File: config.mk
export PLATFORM = sky130hd
export DESIGN_NAME = bpe_status_tracker
export DESIGN_NICKNAME = d
export VERILOG_FILES = /design/src/rtl/bpe_pkg.sv /design/src/rtl/bpe_set_decode.sv /design/src/rtl/bpe_sticky_flag.sv /design/src/rtl/bpe_status_tracker.sv
export SDC_FILE = /design/constraint.sdc
export NUM_CORES = 1
export LEC_CHECK = 0
export BUFFER_PORTS_ARGS = -buffer_cell sky130_fd_sc_hd__buf_2
export CORE_UTILIZATION = 24
export DETAILED_ROUTE_END_ITERATION = 10
export HOLD_SLACK_MARGIN = 0.02
export MAX_ROUTING_LAYER = met4
export PLACE_DENSITY = 0.79
export REMOVE_ABC_BUFFERS = 1
export SLEW_MARGIN = 20
export SYNTH_ARGS = -nofsm -noshare
export SYNTH_HDL_FRONTEND = slang
export SYNTH_HIERARCHICAL = 1
export SYNTH_SLANG_ARGS = --single-unit
File: constraint.sdc
create_clock -name clk -period 1.2 [get_ports clk]
set_input_delay 0.12 -clock clk [delete_from_list [all_inputs] [get_ports clk]]
set_output_delay 0.12 -clock clk [all_outputs]
set_load 0.01 [all_outputs]
File: src/rtl/bpe_pkg.sv
package bpe_pkg;
  typedef enum logic [1:0] {
    TK_READ    = 2'd0,
    TK_POSTED  = 2'd1,
    TK_DELAYED = 2'd2,
    TK_RSVD    = 2'd3
  } txn_kind_e;

  localparam int FLAG_PRI_DPD = 0;
  localparam int FLAG_SEC_DPD = 1;
  localparam int FLAG_SEC_DPE = 2;
  localparam int NUM_FLAGS    = 3;
endpackage

File: src/rtl/bpe_set_decode.sv
module bpe_set_decode
  import bpe_pkg::*;
#(
  parameter int NF = NUM_FLAGS
) (
  input  logic          valid,
  input  logic [1:0]    kind,
  input  logic          upstream,
  input  logic          on_secondary,
  input  logic          bridge_master,
  input  logic          perr_seen,
  input  logic          parity_mismatch,
  input  logic          pri_resp_en,
  input  logic          sec_resp_en,
  output logic [NF-1:0] set_req
);
  logic err_any, is_data_kind, is_write_kind;

  always_comb begin
    err_any       = perr_seen | parity_mismatch;
    is_data_kind  = (kind == TK_READ) || (kind == TK_POSTED) || (kind == TK_DELAYED);
    is_write_kind = (kind == TK_POSTED) || (kind == TK_DELAYED);
    set_req       = '0;
    // upstream, primary bus, master, primary response enabled
    set_req[FLAG_PRI_DPD] = valid && err_any && is_data_kind && upstream &&
                            !on_secondary && bridge_master && pri_resp_en;
    // downstream, secondary bus, master, secondary response enabled
    set_req[FLAG_SEC_DPD] = valid && err_any && is_data_kind && !upstream &&
                            on_secondary && bridge_master && sec_resp_en;
    // upstream writes seen on the secondary bus, enables ignored
    set_req[FLAG_SEC_DPE] = valid && err_any && is_write_kind && upstream &&
                            on_secondary;
  end
endmodule

File: src/rtl/bpe_sticky_flag.sv
module bpe_sticky_flag (
  input  logic clk,
  input  logic rst,
  input  logic set,
  input  logic clr,
  output logic q
);
  always_ff @(posedge clk) begin
    if (rst)      q <= 1'b0;
    else if (set) q <= 1'b1;
    else if (clr) q <= 1'b0;
  end

  a_r9_hold_without_clear: assert property (@(posedge clk) disable iff (rst)
    (q && !clr) |=> q);
  a_r9_clear_takes_effect: assert property (@(posedge clk) disable iff (rst)
    (clr && !set) |=> !q);
  a_r10_set_beats_clear: assert property (@(posedge clk) disable iff (rst)
    set |=> q);
endmodule

File: src/rtl/bpe_status_tracker.sv
module bpe_status_tracker
  import bpe_pkg::*;
#(
  parameter int PRI_W       = 32,
  parameter int SEC_W       = 16,
  parameter int PRI_DPD_BIT = 24,
  parameter int SEC_DPD_BIT = 8,
  parameter int SEC_DPE_BIT = 15
) (
  input  logic             clk,
  input  logic             rst,
  input  logic             evt_valid,
  input  logic [1:0]       evt_kind,
  input  logic             evt_upstream,
  input  logic             evt_on_secondary,
  input  logic             evt_bridge_master,
  input  logic             evt_perr_seen,
  input  logic             evt_parity_mismatch,
  input  logic             pri_resp_en,
  input  logic             sec_resp_en,
  input  logic             cfg_pri_wr,
  input  logic [PRI_W-1:0] cfg_pri_wdata,
  input  logic             cfg_sec_wr,
  input  logic [SEC_W-1:0] cfg_sec_wdata,
  output logic [PRI_W-1:0] pri_status,
  output logic [SEC_W-1:0] sec_status
);
  localparam int NF = NUM_FLAGS;

  logic [NF-1:0] set_req, clr_req, flag_q;
  logic unused_wdata;

  assign unused_wdata = ^{cfg_pri_wdata, cfg_sec_wdata};

  bpe_set_decode #(.NF(NF)) u_decode (
    .valid           (evt_valid),
    .kind            (evt_kind),
    .upstream        (evt_upstream),
    .on_secondary    (evt_on_secondary),
    .bridge_master   (evt_bridge_master),
    .perr_seen       (evt_perr_seen),
    .parity_mismatch (evt_parity_mismatch),
    .pri_resp_en     (pri_resp_en),
    .sec_resp_en     (sec_resp_en),
    .set_req         (set_req)
  );

  always_comb begin
    clr_req               = '0;
    clr_req[FLAG_PRI_DPD] = cfg_pri_wr && cfg_pri_wdata[PRI_DPD_BIT];
    clr_req[FLAG_SEC_DPD] = cfg_sec_wr && cfg_sec_wdata[SEC_DPD_BIT];
    clr_req[FLAG_SEC_DPE] = cfg_sec_wr && cfg_sec_wdata[SEC_DPE_BIT];
  end

  for (genvar g = 0; g < NF; g++) begin : g_flag
    bpe_sticky_flag u_flag (
      .clk (clk),
      .rst (rst),
      .set (set_req[g]),
      .clr (clr_req[g]),
      .q   (flag_q[g])
    );
  end

  always_comb begin
    pri_status              = '0;
    pri_status[PRI_DPD_BIT] = flag_q[FLAG_PRI_DPD];
    sec_status              = '0;
    sec_status[SEC_DPD_BIT] = flag_q[FLAG_SEC_DPD];
    sec_status[SEC_DPE_BIT] = flag_q[FLAG_SEC_DPE];
  end

  a_r3_pri_rise_cause: assert property (@(posedge clk) disable iff (rst)
    $rose(pri_status[PRI_DPD_BIT]) |->
      $past(evt_valid && evt_upstream && !evt_on_secondary &&
            evt_bridge_master && pri_resp_en));
  a_r5_sec_rise_cause: assert property (@(posedge clk) disable iff (rst)
    $rose(sec_status[SEC_DPD_BIT]) |->
      $past(evt_valid && !evt_upstream && evt_on_secondary &&
            evt_bridge_master && sec_resp_en));
  a_r6_dpe_rise_cause: assert property (@(posedge clk) disable iff (rst)
    $rose(sec_status[SEC_DPE_BIT]) |->
      $past(evt_valid && evt_upstream && evt_on_secondary &&
            evt_kind != TK_READ && evt_kind != TK_RSVD));
  a_r8_idle_no_rise: assert property (@(posedge clk) disable iff (rst)
    !evt_valid |=> !$rose(pri_status[PRI_DPD_BIT]) && !$rose(sec_status[SEC_DPD_BIT])
                   && !$rose(sec_status[SEC_DPE_BIT]));
endmodule

# ---- Yosys cells after proc, flatten, opt, wreduce, memory -nomap -nowiden
# Index checks and enable logic that the tools add are counted.
dict set report op_classes {
  reduce_logical 25
  eq_ne 2
  bitwise_logic 1
  mux 6
}
# cell n
set ops {}
lappend ops {{$logic_and 1x1->1} 16}
lappend ops {{$mux 1} 6}
lappend ops {{$reduce_bool 2->1} 3}
lappend ops {{$logic_or 1x1->1} 3}
lappend ops {{$eq 2x1->1 const B} 1}
lappend ops {{$eq 2x2->1 const B} 1}
lappend ops {{$logic_not 1->1} 2}
lappend ops {{$logic_not 2->1} 1}
lappend ops {{$or 1x1->1} 1}
dict set report totals {
  reg_bits 3
  in_bits 62
  out_inout_bits 48
  wordCells 37
}

# ---- Longest topological paths before layout
dict set report logic_depth {
  word_depth 9
  depth_mapped 5
  mapped_depth_nobuf 5
}

# ---- By module
# Netlist, hierarchy kept.
# mod cells_each instances seq_area_each_um2 area_each_um2
set by_module_without_submodules {}
lappend by_module_without_submodules {bpe_status_tracker 49 1 0.0 360.3}
lappend by_module_without_submodules {bpe_sticky_flag 4 3 20.0 38.8}
lappend by_module_without_submodules {bpe_set_decode 10 1 0.0 58.8}

# ---- Worst setup path before layout
# Ideal clock, no wire load.
dict set report synth_path {
  kind {input to register}
  from {in evt_kind[0]}
  to {reg g_flag[1].u_flag.q}
  setup_time_ps 66
  cell_stages 5
  arrival_ps 801
  required_ps 1134
  path_buffers 0
  setup_slack_ps 333
  path_cell_list {ha_1 nand2b_1 nor4_1 inv_1 a21oi_2}
}
dict set report synth_via {
  elab_chain_cells 9
  elab_cells_between_ends 12
  cone_classes {eq/ne: 2; mux: 1; reduce/logical: 9}
}
# element line_no
set synth_rtl {}
lappend synth_rtl {{start: declaration} bpe_status_tracker.sv:13} ;# input logic [1:0] evt_kind,
lappend synth_rtl {{$eq 2x1->1 / $logic_not 2->1 (equally long branches)} bpe_set_decode.sv:21} ;# is_data_kind = (kind == TK_READ) || (kind == TK_POSTED) || (kind == TK_DELAYED);
lappend synth_rtl {{$logic_or 1x1->1} bpe_set_decode.sv:21}
lappend synth_rtl {{$logic_or 1x1->1 (*)} bpe_set_decode.sv:21}
lappend synth_rtl {{$logic_and 1x1->1 (*) (3 in series)} bpe_set_decode.sv:28} ;# set_req[FLAG_SEC_DPD] = valid && err_any && is_data_kind && !upstream &&
lappend synth_rtl {{$logic_and 1x1->1 (*) (2 in series)} bpe_set_decode.sv:29} ;# on_secondary && bridge_master && sec_resp_en;
lappend synth_rtl {{via set_req[1]} bpe_status_tracker.sv:30} ;# logic [NF-1:0] set_req, clr_req, flag_q;
lappend synth_rtl {{$mux 1 / $reduce_bool 2->1 (equally long branches)} -}
lappend synth_rtl {{end signal: assignment} bpe_sticky_flag.sv:9} ;# if (rst) q <= 1'b0;
lappend synth_rtl {{end signal: assignment} bpe_sticky_flag.sv:10} ;# else if (set) q <= 1'b1;
lappend synth_rtl {{end signal: assignment} bpe_sticky_flag.sv:11} ;# else if (clr) q <= 1'b0;
lappend synth_rtl {{end: declaration} bpe_sticky_flag.sv:6} ;# output logic q
# Mark *: on every way through the listed nets, which the timed path passes. The rest lies on a longest branch.
# A chain may end at the register's enable or synchronous reset.

# ---- Final worst setup path
# Same ends and word-level chain as after synthesis.

==> metrics.txt <==
clock root buffer=clkbuf_4; Skew-Pair Late Insertion Delay=approximately 0.23 ns; MaxCap Viol Count=0; highest routed layer=met4; metal3 WL=about 120 µm; CTS clock-pin slew for the worst setup and hold paths=roughly 0.04 ns; clk_skew=0 ns; dpl hpwl=slightly above 600 µm; antenna violations before repair=0; Startpoint Class=primary input; number of flip-flops under the largest register name=3; vias in the first global route=roughly 280; CTS tree=yes; Final WS setup=about 0.39 ns; PortBufs=19; hold slack final=roughly 0.097 ns; maximum clock path buffer count=2; Die Wd=49.2 µm; Fill cells=approximately 230; CP peak stage delay=0.25 ns; TritonCTS Buffers=3; most frequent cells in the layout=conb_1, buf_2, inv_1, nand2b_1; Reg with most FFs=g_flag.u_flag/q; Crit-path slowest cell=nor4_1; critical path data required time=about 1.4 ns; largest net degree at the start of global routing=4; Netlist cell types=13; Core Rows=16; synth warn=6; period utilization=a little under 70%; Worst Path Max Fanout=2; Placement Setup Slack=~0.12 ns; final wirelength=661 µm; final hold vios=0; vias per std cell=about 3; Cell Chain, Critical Path=buf_2, ha_1, nand2b_1, nor4_1, inv_1, a21oi_2; layout cell share with drive strength beyond 1=a little over a quarter; first-pass GRT wire length=slightly above 900 µm; core area=2020 µm²; worst path bufs/invs=2; Vias=362; synthesized flop and latch total=3; post-route ant nets=0; status=complete, no violations; Starting DRT DRC Count=1; PostCTS Resize Cnt=0; Initial Util=26.5%; Fmax achieved=roughly 1200 MHz; DR WL met2=between 300 and 400 µm; ANT cells=0; hold buffer count at cts=0; IO Count=110; Metal-1 WL=approximately 180 µm; Synth-to-Final Area Change=-3.27%; wire per inst=5.51 µm; total power=391 µW; H-tree levels=1; Leak=0.000305 µW; WS Path Type=primary input to flip-flop; Mapped Area=~540 µm²; fin nets=roughly 160; setup_tns=0 ns; Final Max Slew Viols=0; grt ovf=0; crit-path leading delay family=simple AND/OR/NAND/NOR gates; maximum VDD drop=~0.25 mV; Final min period=0.815 ns; Largest regs=g_flag.u_flag/q x3; drt pass-1 iters=4; Die Span Y=between 40 and 50 µm; commonest non-fill, non-tap cell in the layout=conb_1; Final GP Congestion=about 0.66; Cells after Synth=between 70 and 80; Syn Area/Cell=~7.5 µm²; RSZ-0062 raised after global routing=false; register area share after synthesis=11.2%; Num Clock Sinks=3; worst hold path class=primary input to flip-flop; crit path DAT=0.98 ns; Worst setup EP type=flip-flop; Total Routing Usage GR=between 5 and 6%; PD cells=between 700 and 800 nW/µm²; die area=~2400 µm²; # setup viols final=0; DRC=0; Post-CTS Setup Repair Bufs=0
==> Yosys cell counts <==
cell      number  area share [%]
a21oi_2        3             4.9
and2_1         3             3.5
buf_4         45              63
conb_1         1            0.70
dfxtp_1        3              11
ha_1           1             2.3
inv_1          4             2.8
nand2_1        2             1.4
nand2b_1       4             4.7
nor2_1         1            0.70
nor4_1         2             2.3
o211ai_1       1             1.4
o21ai_0        1            0.93
==> where the power goes <==
| part | total, µW | internal, µW | switching, µW |
|---|---|---|---|
| Clock | 175 | 124 | 50.4 |
| Sequential | 103 | 102 | 0.694 |
| Combinational | 113 | 29.8 | 83.7 |
| Total | 391 | 256 | 135 |
==> worst paths after layout <==
kind / start / end / slack, ns / cells past startpoint
max: evt_kind[0] / g_flag[1].u_flag/q$_SDFFE_PP0P_ / 0.39 / 6
min: rst / g_flag[2].u_flag/q$_SDFFE_PP0P_ / 0.1 / 2
max reg2reg: g_flag[1].u_flag/q$_SDFFE_PP0P_ / g_flag[1].u_flag/q$_SDFFE_PP0P_ / 0.63 / 2
min reg2reg: g_flag[2].u_flag/q$_SDFFE_PP0P_ / g_flag[2].u_flag/q$_SDFFE_PP0P_ / 0.48 / 2
==> cell families (layout without fill, tap and decap cells) <==
| kind of cell | after synthesis | count (layout) | synth area share (%) |
|---|---|---|---|
| buf+inv | 49 | 27 | 65.9 |
| simple gates | 12 | 12 | 12.6 |
| compound gates | 5 | 5 | 7.24 |
| flops | 3 | 3 | 11.2 |
| fa+ha+maj | 1 | 1 | 2.34 |
| other cells | 1 | 45 | 0.700 |
==> routing by layer <==
layer / global-route usage, % / vias to the layer above
li1: - / 172
met5: - / -
met1: 4.24 / 142
met3: 1.87 / 2
met4: 5.88 / 0
met2: 9.59 / 46
==> per-stage QoR <==
stage | std cells | util, % | cell area (µm²)
after global placement | 116 | 24.3 | 492
after detailed placement | 116 | 24.3 | 492
after floorplan | 70 | - | 363
after CTS | 120 | 25.6 | 518
final | 120 | 25.6 | 518
after global routing | 120 | 25.6 | 518
==> final cells by class <==
| class | instances | area, µm² | area share (%) |
|---|---|---|---|
| Multi-Input combinational cell | 63 | 288 | 55.6 |
| Timing Repair Buffer | 19 | 95.1 | 18.4 |
| Sequential cell | 3 | 60.1 | 11.6 |
| Tap cell | 27 | 33.8 | 6.52 |
| Clock buffer | 4 | 26.3 | 5.07 |
| Inverter | 4 | 15.0 | 2.90 |
(Power assumes the default switching activity.)
